File: src/rtl/fc_pkg.sv
// Shared types and constant helpers for the frequency counter.
// Assumes: nothing beyond IEEE 1800-2017.
package fc_pkg;

    // Controller phases: idle, waiting for the gate/first edge, counting.
    typedef enum logic [1:0] {
        ST_IDLE = 2'd0,
        ST_ARM  = 2'd1,
        ST_MEAS = 2'd2
    } fc_state_e;

    // Integer power used only for elaboration-time sizes.
    function automatic int dec_pow(input int base, input int exp_n);
        int v;
        v = 1;
        for (int i = 0; i < exp_n; i++) begin
            v = v * base;
        end
        return v;
    endfunction

endpackage

File: src/rtl/fc_input_sync.sv
// Picks one of the asynchronous inputs, brings it into the clock domain
// through two flops and flags its rising edges (one cycle per edge).
// Assumes: out-of-range selections read as a constant low input.
module fc_input_sync #(
    parameter int N_SRC = 3,
    parameter int SEL_W = 2
) (
    input  logic             clk,
    input  logic             rst_n,
    input  logic [N_SRC-1:0] sig_in,
    input  logic [SEL_W-1:0] src_sel,
    output logic             rise
);

    logic picked;
    logic meta_q, sync_q, prev_q;

    // Source multiplexer; unmatched codes leave the output low.
    always_comb begin
        picked = 1'b0;
        for (int i = 0; i < N_SRC; i++) begin
            if (src_sel == SEL_W'(i)) begin
                picked = sig_in[i];
            end
        end
    end

    // Two-flop synchronizer plus one delay stage for edge detection.
    always_ff @(posedge clk) begin
        if (!rst_n) begin
            meta_q <= 1'b0;
            sync_q <= 1'b0;
            prev_q <= 1'b0;
        end else begin
            meta_q <= picked;
            sync_q <= meta_q;
            prev_q <= sync_q;
        end
    end

    assign rise = sync_q & ~prev_q;

endmodule

File: src/rtl/fc_prescaler.sv
// Decade divider chain on the reference clock. Stage k fires once every
// DEC_RATIO^k cycles; the range code picks the stage driving the output.
// Assumes: clr restarts all stages so the first pulse lands 10^code cycles
// after it.
module fc_prescaler #(
    parameter int CLK_DECADES = 3,
    parameter int DEC_RATIO   = 10,
    parameter int RANGE_W     = 3
) (
    input  logic               clk,
    input  logic               rst_n,
    input  logic               clr,
    input  logic [RANGE_W-1:0] code,
    output logic               cnt_en
);

    localparam int DIV_W = $clog2(DEC_RATIO);

    logic [CLK_DECADES-1:0] stage_en;

    assign stage_en[0] = 1'b1;

    for (genvar k = 1; k < CLK_DECADES; k++) begin : g_stage
        logic [DIV_W-1:0] div_q;

        // Divide the previous stage's pulses by DEC_RATIO.
        always_ff @(posedge clk) begin
            if (!rst_n || clr) begin
                div_q <= '0;
            end else if (stage_en[k-1]) begin
                div_q <= (div_q == DIV_W'(DEC_RATIO - 1)) ? '0 : div_q + 1'b1;
            end
        end

        assign stage_en[k] = stage_en[k-1] && (div_q == DIV_W'(DEC_RATIO - 1));
    end

    // Route the stage chosen by the range code; unknown codes stay quiet.
    always_comb begin
        cnt_en = 1'b0;
        for (int i = 0; i < CLK_DECADES; i++) begin
            if (code == RANGE_W'(i)) begin
                cnt_en = stage_en[i];
            end
        end
    end

endmodule

File: src/rtl/fc_accum.sv
// The single shared counter. Clear beats increment; wrap marks an
// increment that would roll the all-ones value over to zero.
// Assumes: the controller never lets a wrapped value reach the result.
module fc_accum #(
    parameter int ACC_W = 16
) (
    input  logic             clk,
    input  logic             rst_n,
    input  logic             clr,
    input  logic             inc,
    output logic [ACC_W-1:0] val,
    output logic             wrap
);

    // Count register with clear priority.
    always_ff @(posedge clk) begin
        if (!rst_n || clr) begin
            val <= '0;
        end else if (inc) begin
            val <= val + 1'b1;
        end
    end

    assign wrap = inc && (val == '1);

endmodule

File: src/rtl/fc_ctrl.sv
// Measurement sequencer, auto-range stepping and result register.
// Assumes: gate_tick is a single-cycle pulse synchronous to clk and that
// rise/cnt_en come from the sync and prescaler blocks in this cycle.
module fc_ctrl
    import fc_pkg::*;
#(
    parameter int ACC_W        = 16,
    parameter int GATE_DECADES = 5,
    parameter int CLK_DECADES  = 3,
    parameter int DEC_RATIO    = 10,
    parameter int RANGE_W      = 3
) (
    input  logic               clk,
    input  logic               rst_n,
    input  logic               start,
    input  logic               mode_recip,
    input  logic               auto_range,
    input  logic [RANGE_W-1:0] range_sel,
    input  logic               res_read,
    input  logic               gate_tick,
    input  logic               rise,
    input  logic               cnt_en,
    input  logic [ACC_W-1:0]   acc_val,
    input  logic               acc_wrap,
    output logic               acc_clr,
    output logic               acc_inc,
    output logic               presc_clr,
    output logic [RANGE_W-1:0] code,
    output logic               busy,
    output logic               res_valid,
    output logic [ACC_W-1:0]   res_count,
    output logic               res_recip,
    output logic [RANGE_W-1:0] res_range,
    output logic               res_overflow,
    output logic               res_timeout
);

    localparam int               MAX_TICKS = dec_pow(DEC_RATIO, GATE_DECADES - 1);
    localparam int               TK_W      = $clog2(MAX_TICKS + 1);
    localparam logic [RANGE_W-1:0] GMAX    = RANGE_W'(GATE_DECADES - 1);
    localparam logic [RANGE_W-1:0] CMAX    = RANGE_W'(CLK_DECADES - 1);

    fc_state_e        state;
    logic             md_q;
    logic             auto_q;
    logic [TK_W-1:0]  tk_q;
    logic [TK_W-1:0]  gate_last;
    logic [RANGE_W-1:0] run_max;
    logic [RANGE_W-1:0] new_max;
    logic [RANGE_W-1:0] first_code;
    logic             retry;
    logic             gate_done;
    logic             fin_ok, fin_ovf, fin_to;
    int               glen;

    // Number of ticks in the gate for the current code, minus one.
    always_comb begin
        glen = 1;
        for (int i = 0; i < GATE_DECADES - 1; i++) begin
            if (i < (GATE_DECADES - 1 - int'(code))) begin
                glen = glen * DEC_RATIO;
            end
        end
        gate_last = TK_W'(glen - 1);
    end

    // Range limits and the starting code of a new measurement.
    always_comb begin
        run_max    = md_q ? CMAX : GMAX;
        new_max    = mode_recip ? CMAX : GMAX;
        first_code = auto_range ? '0 : ((range_sel > new_max) ? new_max : range_sel);
        retry      = auto_q && (code < run_max);
    end

    // Counter steering and the three ways a measurement can end.
    always_comb begin
        acc_inc   = ((state == ST_ARM) && md_q && cnt_en) ||
                    ((state == ST_MEAS) && (md_q ? cnt_en : rise));
        gate_done = !md_q && gate_tick && (tk_q == gate_last);
        fin_ok    = (state == ST_MEAS) && !acc_wrap && (md_q ? rise : gate_done);
        fin_ovf   = (state == ST_MEAS) && acc_wrap && !retry;
        fin_to    = (state == ST_ARM) && md_q && !rise && acc_wrap && !retry;
        acc_clr   = ((state == ST_IDLE) && start) ||
                    ((state == ST_ARM) && !md_q && gate_tick) ||
                    ((state == ST_ARM) && md_q && rise) ||
                    ((state == ST_ARM) && md_q && acc_wrap && retry) ||
                    ((state == ST_MEAS) && acc_wrap && retry);
        presc_clr = ((state == ST_IDLE) && start) ||
                    ((state == ST_ARM) && md_q && rise) ||
                    ((state == ST_ARM) && md_q && acc_wrap && retry) ||
                    ((state == ST_MEAS) && acc_wrap && retry);
    end

    // Sequencer: capture settings, wait for the gate or first edge, count.
    always_ff @(posedge clk) begin
        if (!rst_n) begin
            state  <= ST_IDLE;
            md_q   <= 1'b0;
            auto_q <= 1'b0;
            code   <= '0;
            tk_q   <= '0;
        end else begin
            case (state)
                ST_IDLE: begin
                    if (start) begin
                        state  <= ST_ARM;
                        md_q   <= mode_recip;
                        auto_q <= auto_range;
                        code   <= first_code;
                    end
                end
                ST_ARM: begin
                    if (!md_q && gate_tick) begin
                        state <= ST_MEAS;
                        tk_q  <= '0;
                    end else if (md_q && rise) begin
                        state <= ST_MEAS;
                    end else if (md_q && acc_wrap) begin
                        if (retry) begin
                            code <= code + 1'b1;
                        end else begin
                            state <= ST_IDLE;
                        end
                    end
                end
                ST_MEAS: begin
                    if (acc_wrap) begin
                        if (retry) begin
                            code  <= code + 1'b1;
                            state <= ST_ARM;
                        end else begin
                            state <= ST_IDLE;
                        end
                    end else if (fin_ok) begin
                        state <= ST_IDLE;
                    end else if (!md_q && gate_tick) begin
                        tk_q <= tk_q + 1'b1;
                    end
                end
                default: state <= ST_IDLE;
            endcase
        end
    end

    // Result register: completion wins over a read in the same cycle.
    always_ff @(posedge clk) begin
        if (!rst_n) begin
            res_valid    <= 1'b0;
            res_count    <= '0;
            res_recip    <= 1'b0;
            res_range    <= '0;
            res_overflow <= 1'b0;
            res_timeout  <= 1'b0;
        end else if (fin_ok || fin_ovf || fin_to) begin
            res_valid    <= 1'b1;
            res_count    <= fin_ok ? ACC_W'(acc_val + ACC_W'(acc_inc)) : '1;
            res_recip    <= md_q;
            res_range    <= code;
            res_overflow <= fin_ovf;
            res_timeout  <= fin_to;
        end else if (res_read) begin
            res_valid <= 1'b0;
        end
    end

    assign busy = (state != ST_IDLE);

endmodule

File: src/rtl/freq_counter.sv
// Top of the dual-mode frequency counter: input selection and edge
// detection, decade prescaler, shared accumulator and sequencer.
// Assumes: clk is the reference clock; gate_tick is a synchronous
// one-cycle pulse at the gate reference rate.
module freq_counter #(
    parameter int N_SRC        = 3,
    parameter int SEL_W        = 2,
    parameter int ACC_W        = 16,
    parameter int GATE_DECADES = 5,
    parameter int CLK_DECADES  = 3,
    parameter int DEC_RATIO    = 10,
    parameter int RANGE_W      = 3
) (
    input  logic               clk,
    input  logic               rst_n,
    input  logic [N_SRC-1:0]   sig_in,
    input  logic [SEL_W-1:0]   src_sel,
    input  logic               gate_tick,
    input  logic               start,
    input  logic               mode_recip,
    input  logic               auto_range,
    input  logic [RANGE_W-1:0] range_sel,
    input  logic               res_read,
    output logic               busy,
    output logic               res_valid,
    output logic [ACC_W-1:0]   res_count,
    output logic               res_recip,
    output logic [RANGE_W-1:0] res_range,
    output logic               res_overflow,
    output logic               res_timeout
);

    logic               rise;
    logic               cnt_en;
    logic               presc_clr;
    logic               acc_clr;
    logic               acc_inc;
    logic               acc_wrap;
    logic [ACC_W-1:0]   acc_val;
    logic [RANGE_W-1:0] code;

    fc_input_sync #(
        .N_SRC (N_SRC),
        .SEL_W (SEL_W)
    ) u_sync (
        .clk     (clk),
        .rst_n   (rst_n),
        .sig_in  (sig_in),
        .src_sel (src_sel),
        .rise    (rise)
    );

    fc_prescaler #(
        .CLK_DECADES (CLK_DECADES),
        .DEC_RATIO   (DEC_RATIO),
        .RANGE_W     (RANGE_W)
    ) u_presc (
        .clk    (clk),
        .rst_n  (rst_n),
        .clr    (presc_clr),
        .code   (code),
        .cnt_en (cnt_en)
    );

    fc_accum #(
        .ACC_W (ACC_W)
    ) u_acc (
        .clk   (clk),
        .rst_n (rst_n),
        .clr   (acc_clr),
        .inc   (acc_inc),
        .val   (acc_val),
        .wrap  (acc_wrap)
    );

    fc_ctrl #(
        .ACC_W        (ACC_W),
        .GATE_DECADES (GATE_DECADES),
        .CLK_DECADES  (CLK_DECADES),
        .DEC_RATIO    (DEC_RATIO),
        .RANGE_W      (RANGE_W)
    ) u_ctrl (
        .clk          (clk),
        .rst_n        (rst_n),
        .start        (start),
        .mode_recip   (mode_recip),
        .auto_range   (auto_range),
        .range_sel    (range_sel),
        .res_read     (res_read),
        .gate_tick    (gate_tick),
        .rise         (rise),
        .cnt_en       (cnt_en),
        .acc_val      (acc_val),
        .acc_wrap     (acc_wrap),
        .acc_clr      (acc_clr),
        .acc_inc      (acc_inc),
        .presc_clr    (presc_clr),
        .code         (code),
        .busy         (busy),
        .res_valid    (res_valid),
        .res_count    (res_count),
        .res_recip    (res_recip),
        .res_range    (res_range),
        .res_overflow (res_overflow),
        .res_timeout  (res_timeout)
    );

endmodule

File: config.mk
export PLATFORM = sky130hd
export DESIGN_NAME = freq_counter
export DESIGN_NICKNAME = d
export VERILOG_FILES = /design/src/rtl/fc_pkg.sv /design/src/rtl/fc_input_sync.sv /design/src/rtl/fc_prescaler.sv /design/src/rtl/fc_accum.sv /design/src/rtl/fc_ctrl.sv /design/src/rtl/freq_counter.sv
export SDC_FILE = /design/constraint.sdc
export NUM_CORES = 1
export LEC_CHECK = 0
export BUFFER_PORTS_ARGS = -buffer_cell sky130_fd_sc_hd__buf_2
export CELL_PAD_IN_SITES_DETAIL_PLACEMENT = 1
export CELL_PAD_IN_SITES_GLOBAL_PLACEMENT = 1
export CORE_UTILIZATION = 45
export CTS_CLUSTER_SIZE = 8
export DETAILED_ROUTE_END_ITERATION = 16
export PLACE_DENSITY = 0.89
export SYNTH_ARGS = -nofsm -noshare
export SYNTH_HDL_FRONTEND = slang
export SYNTH_SLANG_ARGS = --single-unit
File: constraint.sdc
create_clock -name clk -period 11.4 [get_ports clk]
set_input_delay 2.28 -clock clk [delete_from_list [all_inputs] [get_ports clk]]
set_output_delay 2.28 -clock clk [all_outputs]
set_load 0.02 [all_outputs]
# After elaboration in Yosys (flattened, before gate mapping)

Cells that the tools add are included.

Bits of input ports: 15
Logic and storage cells: 152
Register bits: 71

Order comparisons: 6
Multiplexer cells: 41
$add $sub $neg: 8
Bitwise operators: 2
Eq/ne operators: 22
$mul: 3
Reduce and logical (&&, ||, !) cells: 53

Operator list:

| operator                                            | number |
|---|---|
| two-way mux 14 bit                                  | 5 |
| two-way mux 32 bit                                  | 2 |
| multiplier 32 x 4 -> 13 bit (second input constant) | 1 |
| multiplier 32 x 4 -> 31 bit (second input constant) | 1 |
| two-way mux 3 bit                                   | 10 |
| one-hot mux 14 bit (2 select lines)                 | 1 |
| logical AND 1 bit                                   | 24 |
| adder 16 x 1 -> 16 bit                              | 1 |
| adder 16 x 1 -> 16 bit (second input constant)      | 1 |
| equality test 16 bit (second input constant)        | 1 |
| two-way mux 16 bit                                  | 1 |
| inequality test 2 bit (second input constant)       | 8 |
| adder 14 x 1 -> 14 bit (second input constant)      | 1 |
| equality test 14 bit                                | 1 |
| two-way mux 2 bit                                   | 7 |
| subtractor 14 x 2 -> 14 bit (second input constant) | 1 |
| logical OR 1 bit                                    | 12 |
| two-way mux 1 bit                                   | 11 |
| one-hot mux 3 bit (3 select lines)                  | 1 |
| adder 4 x 1 -> 4 bit (second input constant)        | 2 |
| equality test 4 bit (second input constant)         | 2 |
| < comparator 3 x 4 -> 1 bit (first input constant)  | 2 |
| two-way mux 4 bit                                   | 2 |
| inequality test 4 bit (second input constant)       | 2 |
| 26 further kinds                                    | 35 |

# Logic depth before layout (Yosys ltp)

Gate-level depths: netlist of run 1.

Depth after elaboration: 17
Mapped depth: 25
Mapped depth without buffers: 20

# Modules after synthesis

A second synthesis of run 1 with hierarchy kept.

Cells, all modules: 713
Area total of the unflattened synthesis: 5761.8 sq um

By module, submodules not included:

| module        | area each (sq um) | cells an instance | instances |
|---|---|---|---|
| fc_ctrl       | 4509.3            | 581               | 1 |
| fc_accum      | 740.7             | 79                | 1 |
| fc_prescaler  | 404.1             | 43                | 1 |
| fc_input_sync | 107.6             | 10                | 1 |

# Worst setup path after synthesis of run 1

Ideal clock, no wire load.

Path type: flip-flop to flip-flop
Start point: register u_ctrl.code[1]
End point: register u_ctrl.res_count[10]
Cell stages (with the launch flop): 23
Buffers on the path: 5
Clock period less this slack: 4.548 ns
Setup time: 0.119 ns
Setup slack: 6.852 ns
Arrival time: 4.429 ns
Path through: dfxtp_1 buf_2 inv_1 ha_1 ha_1 buf_2 nand2_1 nand2_1 inv_1 ha_1 clkbuf_1 o21ai_1 nand2_1 ha_1 mux2_4 nor2_2 mux2_4 a2111oi_4 o2111ai_2 a21bo_1 buf_6 buf_2 o221a_2

Cells in the longest elaborated chain, start to end: 16

RTL lines:

| element                        | line           | source |
|---|---|---|
| start: declaration             | fc_ctrl.sv:28  | `output logic [RANGE_W-1:0] code,` |
| start signal: assignment       | fc_ctrl.sv:109 | `code <= first_code;` |
| start signal: assignment       | fc_ctrl.sv:120 | `code <= code + 1'b1;` |
| start signal: assignment       | fc_ctrl.sv:129 | `code <= code + 1'b1;` |
| subtractor 3 x 3 -> 4 bit      | fc_ctrl.sv:60  | `if (i < (GATE_DECADES - 1 - int'(code))) begin` |
| < comparator 1 x 4 -> 1 bit    | fc_ctrl.sv:60  |  |
| two-way mux 4 bit              | fc_ctrl.sv:60  |  |
| multiplier 4 x 3 -> 7 bit      | fc_ctrl.sv:61  | `glen = glen * DEC_RATIO;` |
| two-way mux 32 bit             | fc_ctrl.sv:60  |  |
| multiplier 32 x 4 -> 31 bit    | fc_ctrl.sv:61  |  |
| two-way mux 32 bit             | fc_ctrl.sv:60  |  |
| multiplier 32 x 4 -> 13 bit    | fc_ctrl.sv:61  |  |
| two-way mux 14 bit             | fc_ctrl.sv:60  |  |
| subtractor 14 x 2 -> 14 bit    | fc_ctrl.sv:64  | `gate_last = TK_W'(glen - 1);` |
| equality test 14 bit           | fc_ctrl.sv:79  | `gate_done = !md_q && gate_tick && (tk_q == gate_last);` |
| logical AND 1 bit              | fc_ctrl.sv:79  |  |
| two-way mux 1 bit              | fc_ctrl.sv:80  | `fin_ok = (state == ST_MEAS) && !acc_wrap && (md_q ? rise : gate_done);` |
| logical AND 1 bit              | fc_ctrl.sv:80  |  |
| logical OR 1 bit (2 in series) | fc_ctrl.sv:154 | `end else if (fin_ok \|\| fin_ovf \|\| fin_to) begin` |
| end signal: assignment         | fc_ctrl.sv:156 | `res_count <= fin_ok ? ACC_W'(acc_val + ACC_W'(acc_inc)) : '1;` |
| end: declaration               | fc_ctrl.sv:31  | `output logic [ACC_W-1:0] res_count,` |

Several ways; a longest one is shown, not always the timed one.
A chain may end at the register's enable or synchronous reset.

# Worst setup path in the final report of run 1

Start point: register u_ctrl.code[1]
End point: register u_ctrl.tk_q[4]

Cells in the longest elaborated chain, start to end: 16

RTL lines:

| element                                | line           | source |
|---|---|---|
| subtractor 3 x 3 -> 4 bit              | fc_ctrl.sv:60  |  |
| < comparator 1 x 4 -> 1 bit            | fc_ctrl.sv:60  |  |
| two-way mux 4 bit                      | fc_ctrl.sv:60  |  |
| multiplier 4 x 3 -> 7 bit              | fc_ctrl.sv:61  |  |
| two-way mux 32 bit                     | fc_ctrl.sv:60  |  |
| multiplier 32 x 4 -> 31 bit            | fc_ctrl.sv:61  |  |
| two-way mux 32 bit                     | fc_ctrl.sv:60  |  |
| multiplier 32 x 4 -> 13 bit            | fc_ctrl.sv:61  |  |
| two-way mux 14 bit                     | fc_ctrl.sv:60  |  |
| subtractor 14 x 2 -> 14 bit            | fc_ctrl.sv:64  |  |
| equality test 14 bit                   | fc_ctrl.sv:79  |  |
| logical AND 1 bit                      | fc_ctrl.sv:79  |  |
| two-way mux 1 bit                      | fc_ctrl.sv:80  |  |
| logical AND 1 bit                      | fc_ctrl.sv:80  |  |
| inequality test 2 bit (no source line) | -              |  |
| AND reduction 5 bit (no source line) * | -              |  |
| end signal: assignment                 | fc_ctrl.sv:137 | `tk_q <= tk_q + 1'b1;` |
| end: declaration                       | fc_ctrl.sv:46  | `logic [TK_W-1:0] tk_q;` |

Every way passes the cells marked *; elsewhere a longest branch is shown, timed or not.

==> results of run 1 <==
cell usage after synthesis (all sizes together), types with 2 or more instances:
cell	n	share of area, %
nor2	48	4.2
nand4b	3	0.60
nor2b	9	1.3
nand4	11	1.6
nand3b	3	0.51
nand3	23	2.6
mux2i	14	3.2
o31ai	2	0.34
xor2	23	4.6
a31oi	2	0.29
o2111ai	2	0.54
nand2	52	4.6
o21a	2	0.34
inv	21	1.8
and3	6	0.86
o221a	17	4.4
o22ai	3	0.43
clkbuf	18	1.6
o32ai	2	0.40
buf	9	1.5
dfxtp	71	32
or2	3	0.43
or3b	2	0.40
nor4b	3	0.60
or4	4	0.69
nand2b	4	0.57
nor3	11	1.3
ha	26	7.4
a21oi	34	3.9
mux2	3	0.94
and4	3	0.60
and2	6	0.91
a211oi	2	0.34
o21ai	32	3.7
xnor2	21	4.2
a22oi	2	0.34
or3	16	2.3
layer usage:
layer	vias up	track usage (%)	wire length, µm
met2	85	46.2	6460
li1	1918	-	-
met3	17	4.30	407
met1	1993	33.3	5690
met5	-	0	0
met4	0	8.25	158
worst max path at each step:
stage,cells after the start,from,slack [ns],to
6_report,19,u_ctrl.code[1]$_SDFFE_PN0P_,5.53,u_ctrl.tk_q[4]$_SDFFE_PN0P_
5_1_grt,19,u_ctrl.code[1]$_SDFFE_PN0P_,5.08,u_ctrl.tk_q[4]$_SDFFE_PN0P_
4_1_cts,18,u_ctrl.code[1]$_SDFFE_PN0P_,5.60,u_ctrl.tk_q[4]$_SDFFE_PN0P_
3_5_place_dp,18,u_ctrl.code[1]$_SDFFE_PN0P_,5.69,u_ctrl.tk_q[4]$_SDFFE_PN0P_
3_3_place_gp,18,u_ctrl.code[1]$_SDFFE_PN0P_,5.94,u_ctrl.tk_q[0]$_SDFFE_PN0P_
2_1_floorplan,22,u_ctrl.code[1]$_SDFFE_PN0P_,6.85,u_ctrl.res_count[10]$_SDFFE_PN0P_
cell families (layout without fill, tap and decap cells):
kind of cell / count (synthesis) / in the layout / synth area share [%]
and+or+nand+nor: 211 / 211 / 24.7
DFF: 71 / 71 / 32.4
adders and majority gates: 26 / 26 / 7.43
AOI/OAI and AO/OA: 110 / 110 / 17.6
xor gates and xnor gates: 44 / 44 / 8.80
muxes: 17 / 17 / 4.14
buffers and inverters: 48 / 75 / 4.86
flip-flops by register name, summed over array words and instances (netlist names), 2 cells and up:
register / count
u_presc.g_stage.div_q: 8
u_ctrl.code: 3
u_ctrl.res_range: 3
u_ctrl.tk_q: 14
u_ctrl.res_count: 16
u_ctrl.state: 2
u_acc.val: 16
per-stage QoR:
step                cell area (µm²)  instances  utilization [%]  total power [W]
finish                         4830        683             51.7          0.00131
floorplan                      4380        527                -         0.000893
global route                   4830        683             51.7          0.00140
detailed placement             4600        667             49.3          0.00106
CTS                            4830        683             51.7          0.00130
global placement               4600        667             49.3          0.00104
layout by cell type (no fill, tap or decap), types with 3 or more instances in the layout:
cell type   n
inv_1      20
and4_1      3
mux2i_1    14
nand4_1    11
a21oi_1    34
nor2_1     47
or3_1      16
dfxtp_1    71
or2_2       3
clkbuf_8    9
nand3b_1    3
nand2_1    51
and2_1      3
clkinv_4    3
nand2b_1    4
nor3_1     11
xnor2_1    21
o21ai_1     3
nor4b_1     3
nand3_1    23
nor2b_1     9
and3_1      6
or4_1       4
o221a_2    17
buf_2      38
o22ai_1     3
nand4b_1    3
o21ai_0    29
ha_1       26
xor2_1     23
cell type report:
| class | count | area share (%) |
|---|---|---|
| Sequential cell | 71 | 29.5 |
| Clock inverter | 7 | 2.15 |
| Tap cell | 129 | 3.34 |
| Inverter | 21 | 1.63 |
| Clock buffer | 9 | 2.57 |
| Multi-Input combinational cell | 408 | 56.9 |
| Timing Repair Buffer | 38 | 3.94 |
power by group through the flow:
stage	Clock [W]	Combinational (W)	Sequential [W]
floorplan	0	0.000618	0.000275
global placement	0	0.000742	0.000294
detailed placement	0	0.000765	0.000295
CTS	0.000237	0.000773	0.000289
global route	0.000249	0.000858	0.000293
finish	0.000235	0.000782	0.000290
worst max-delay path, delay by kind of cell (launching register included):
family / cells / cell delay, ns
adders and majority gates: 4 / 1.36
muxes: 1 / 0.34
and+or+nand+nor: 3 / 0.42
DFF: 1 / 0.72
xor gates and xnor gates: 1 / 0.19
buffers and inverters: 3 / 0.51
AOI/OAI and AO/OA: 7 / 2.20
==> summary.txt, run 1 <==
Run status
  – Run status: complete, no violations

Setup path
  – Startpoint types: flop
  – Critical Path Fanout Max: 25
  – Worst R2R End: u_ctrl.tk_q[4]$_SDFFE_PN0P_
  – Reg2reg path depth: 19
  – Worst path max stage delay: 0.74 ns
  – CP Cell Sequence: inv_1 > ha_1 > ha_1 > inv_1 > o21ai_0 > inv_1 > ha_1 > o21ai_1 > nand2_1 > ha_1 > nand4b_1 > mux2_2 > xnor2_1 > nand3_1 > a2111oi_4 > o2111ai_2 > a2bb2oi_2 > o21ai_0 > a21oi_1
  – Reg2reg setup slack: 5.53 ns
  – Crit path arrival time: 6.14 ns
  – Critical Path Most Common Cell: ha_1
  – Setup CP Type: reg2reg
  – CP required: 11.67 ns
  – Worst Setup End Kind: flop
  – Reg2reg start: u_ctrl.code[1]$_SDFFE_PN0P_
  – Worst path slowest cell: a2bb2oi_2

Detailed routing
  – # DRC: 0
  – DRT antenna net count: 0
  – 1st-pass router iterations: 5
  – Via total after detailed routing: 4013
  – Routed len/inst: 18.6 µm
  – Post-DR vias/cell: 5.88
  – 1st-iter DRT viols: 168
  – WL final: 12.7 mm

Clocking
  – Clock latency on the worst-skew pair: 0.37 ns
  – CTS tree: done
  – Post-CTS Hold Fix Bufs: 0
  – Clock root cell: clkbuf_8
  – Clock buffer depth: 2
  – Reg clk slew, reported paths: 0.11 ns
  – H-Tree Depth: 3
  – PostCTS Resize Cnt: 0
  – CTS sink cnt: 71
  – CTS Buf Count: 9
  – Post-CTS Setup Repair Bufs: 0

Placement
  – Global placement routability congestion: 0.842
  – HPWL after DPL: 8.84 mm
  – PortBufs: 38
  – Place WS: 5.69 ns

Timing
  – Setup TNS: 0 ns
  – Max frequency: 170 MHz
  – Final setup vio count: 0
  – Final worst setup slack: 5.53 ns
  – Hold_ws: 0.450 ns
  – Worst relative slew slack: 42.4%
  – RSZ-0062 raised after global routing: no
  – Pins over their slew limit: 0
  – Period Utilization, post-route: 51.5%
  – Minimum clock period after layout: 5.87 ns
  – Final hold vios: 0
  – Clk_skew: 0.0284 ns
  – Worst slew pin tran: 0.864 ns

Floorplanning
  – Die Wd: 101 µm
  – Die Ht: 101 µm
  – I/O pin count: 39
  – Starting density of the core: 47.0%
  – Die ar.: 10100 µm²
  – Core area: 9330 µm²
  – Rows: 35

Pwr
  – Int Pwr: 0.000688 W
  – Max VDD drop: 166 µV
  – Leakage: 1.93 nW
  – Clock Power Share: 18.0%
  – P_sw: 0.000619 W
  – Flop pwr share: 22.2%
  – Logic pwr share: 59.8%
  – Switching part of the total: 47.4%
  – Pwr dens: 271 nW/µm²

Hold path
  – Worst Hold Class: reg2reg
  – Hold Crit Start: u_sync.meta_q$_SDFF_PN0_
  – Hold Path End: u_sync.sync_q$_SDFF_PN0_
  – Hold depth: 1

Finish
  – Register area: 1420 µm²
  – Ant. Diodes: 0
  – Number of fill cells: 1161
  – Synth-to-layout area growth: 10.2%
  – Area of the multi-input gates: 2750 µm²
  – Layout cells sized above 1: 15.3%
  – Nets: 590

Global routing
  – First-pass GRT wire length: 21.0 mm
  – Largest net degree at the start of global routing: 34
  – GRT Total Usage: 26.4%
  – Number of global-route vias before repair: 4236
  – Antenna violations before repair: 0
  – Remaining global-route overflow: 0

Synthesis
  – EDFF count, synth: 0
  – Netlist cell types: 63
  – Dominant synthesized flop cell: dfxtp_1
  – Syn Nets: 568
  – Synthesized area: 4380 µm²
  – Syn Inst Count: 527
  – Synth Warn #: 0
  – Avg Cell Area, Syn: 8.31 µm²
  – Seq/Total Area, Yosys: 32.4%
  – Ys async rst share: 0%
  – Seq cells post-synth: 71

Flow run
  – Max Cap Viol: 0
Power figures use the tool's default switching activity.
==> run 2, diff against run 1 <==
==> constraint.sdc (replaced) <==
create_clock -name clk -period 5.55 [get_ports clk]
set_input_delay 1.11 -clock clk [delete_from_list [all_inputs] [get_ports clk]]
set_output_delay 1.11 -clock clk [all_outputs]
set_load 0.02 [all_outputs]
==> run 2 against run 1 <==
First-iteration DRC count up 26%; global-route usage down 0.80 points; wire length down 1.6%; sequential cell count unchanged; clock-buffer cell count up 1; worst hold slack better by 0.0071 ns; sequential share of layout area about the same; maximum frequency up 17%; largest cell class unchanged; largest power group unchanged.
==> summary.txt, run 2 (synthesis gave the netlist of run 1 again) <==
Clocking
  – Clock buffer depth: 2
  – Clock root cell: clkbuf_8
  – CTS sink cnt: 71
  – CTS Buf Count: 9
  – Post-CTS Hold Fix Bufs: 0
  – CTS tree: done
  – Reg clk slew, reported paths: 0.09 ns
  – H-Tree Depth: 3
  – Clock latency on the worst-skew pair: 0.36 ns

Detailed routing
  – DRT antenna net count: 0
  – Routed len/inst: 18.2 µm
  – WL final: 12.5 mm
  – 1st-iter DRT viols: 211
  – Via total after detailed routing: 4007
  – Post-DR vias/cell: 5.83
  – # DRC: 0
  – 1st-pass router iterations: 5

Floorplanning
  – Die ar.: 10100 µm²
  – Core area: 9330 µm²
  – I/O pin count: 39
  – Rows: 35
  – Die Ht: 101 µm
  – Die Wd: 101 µm
  – Starting density of the core: 47.0%

Finish
  – Commonest non-fill, non-tap cell in the layout: dfxtp_1
  – Ant. Diodes: 0
  – Synth-to-layout area growth: 10.3%
  – Register area: 1420 µm²
  – Biggest regs: u_acc.val x16, u_ctrl.res_count x16, u_ctrl.tk_q x14
  – Most frequent cells in the layout: 71 x dfxtp_1, 51 x nand2_1, 47 x nor2_1
  – Area of the multi-input gates: 2750 µm²
  – Nets: 594
  – Layout cells sized above 1: 16.1%
  – Number of fill cells: 1137

Pwr
  – Leakage: 1.93 nW
  – Pwr dens: 549 nW/µm²
  – Max VDD drop: 315 µV

Timing
  – Period Utilization, post-route: 90.7%
  – Minimum clock period after layout: 5.03 ns
  – RSZ-0062 raised after global routing: no
  – Pins over their slew limit: 0
  – Clk_skew: 0.0159 ns
  – Worst relative slew slack: 49.4%
  – Worst slew pin tran: 0.757 ns
  – Final setup vio count: 0
  – Final hold vios: 0
  – Setup TNS: 0 ns
  – Max frequency: 199 MHz
  – Final worst setup slack: 0.519 ns

Setup path
  – CP required: 5.82 ns
  – Setup CP Type: reg2reg
  – Crit path arrival time: 5.30 ns
  – Worst path max stage delay: 0.54 ns
  – Worst R2R End: u_ctrl.tk_q[12]$_SDFFE_PN0P_
  – Worst Setup End Kind: flop
  – Critical Path Fanout Max: 25
  – Reg2reg setup slack: 0.52 ns
  – Worst path slowest cell: or4_1
  – Reg2reg path depth: 20
  – Reg2reg start: u_ctrl.code[0]$_SDFFE_PN0P_
  – Startpoint types: flop
  – Critical Path Most Common Cell: inv_1
  – CP startpoint: u_ctrl.code[0]$_SDFFE_PN0P_
  – CP Cell Sequence: inv_1 > ha_1 > ha_2 > inv_1 > o21ai_0 > ha_2 > inv_1 > nor4b_1 > ha_1 > nor3_1 > nor2_1 > o21ai_0 > xor2_1 > xor2_1 > a2111oi_4 > o2111ai_2 > a2bb2oi_2 > buf_4 > or4_1 > a21oi_1

Global routing
  – Largest net degree at the start of global routing: 34
  – Grt met1 use: 31.7%
  – Remaining global-route overflow: 0
  – Grt met2 use: 44.8%
  – Antenna violations before repair: 0
  – Number of global-route vias before repair: 4126
  – Met3 Usage GRT: 4.02%
  – First-pass GRT wire length: 20.3 mm
  – GRT Total Usage: 25.6%
  – Most Used Layer, Global Route: met2

Hold path
  – Hold Crit Start: u_sync.sync_q$_SDFF_PN0_
  – Hold depth: 1
  – Hold Path End: u_sync.prev_q$_SDFF_PN0_
  – Worst Hold Class: reg2reg

Placement
  – Place WS: 0.406 ns
  – PortBufs: 38
  – Global placement routability congestion: 0.922
  – HPWL after DPL: 9.23 mm

Flow run
  – Max Cap Viol: 0

Run status
  – Run status: complete, no violations
==> run 2: worst max-delay path: cells and delay by family (launching register included) <==
family | cells | cell delay [ns]
adders and majority gates | 4 | 1.30
and+or+nand+nor | 4 | 1.09
AOI/OAI and AO/OA | 6 | 0.95
buffers and inverters | 4 | 0.63
DFF | 1 | 0.50
xor gates and xnor gates | 2 | 0.48
==> run 2: layout make-up <==
class	instances	share of cell area (%)
clock buffers	10	2.64
clock inverters	6	1.42
inverters	21	1.63
multi-input cells	408	57.0
flip-flops and latches	71	29.4
well taps	129	3.34
repair buffers	42	4.56
==> run 2: repair_timing <==
action / in CTS / in global routing
gates resized for setup: 0 / 2
buffers inserted: 0 / 0
endpoints found under the setup margin: 0 / 17
==> run 2: layer usage <==
metal,vias up,wire (µm),share of wire [%]
li1,1941,-,-
met5,-,0,0
met2,89,6200,50
met4,0,238,1.9
met1,1955,5540,44
met3,22,533,4.3
==> run 2: worst max-delay path by stage <==
stage	to	slack (ns)
floorplan	u_ctrl.res_count[10]$_SDFFE_PN0P_	1.00
global placement	u_ctrl.tk_q[12]$_SDFFE_PN0P_	0.77
detailed placement	u_ctrl.tk_q[12]$_SDFFE_PN0P_	0.41
CTS	u_ctrl.tk_q[12]$_SDFFE_PN0P_	0.35
global route	u_ctrl.tk_q[13]$_SDFFE_PN0P_	0.05
finish	u_ctrl.tk_q[12]$_SDFFE_PN0P_	0.52
==> run 2: stage by stage <==
stage | instances | hold slack [ns] | total power, W | cell area, µm² | util, %
6_report | 687 | 0.457 | 0.00265 | 4830 | 51.8
5_1_grt | 687 | 0.489 | 0.00284 | 4830 | 51.8
4_1_cts | 687 | 0.458 | 0.00263 | 4820 | 51.7
3_5_place_dp | 671 | 0.427 | 0.00220 | 4630 | 49.6
3_3_place_gp | 671 | 0.419 | 0.00214 | 4630 | 49.6
2_1_floorplan | 527 | 0.412 | 0.00183 | 4380 | -
==> run 2: where the power goes <==
part | leakage, nW | total (W) | internal (W) | switching, W
clock | 0.0968 | 0.000423 | 0.000210 | 0.000213
sequential | 0.574 | 0.000557 | 0.000532 | 0.0000253
combinational | 1.26 | 0.00167 | 0.000645 | 0.00103
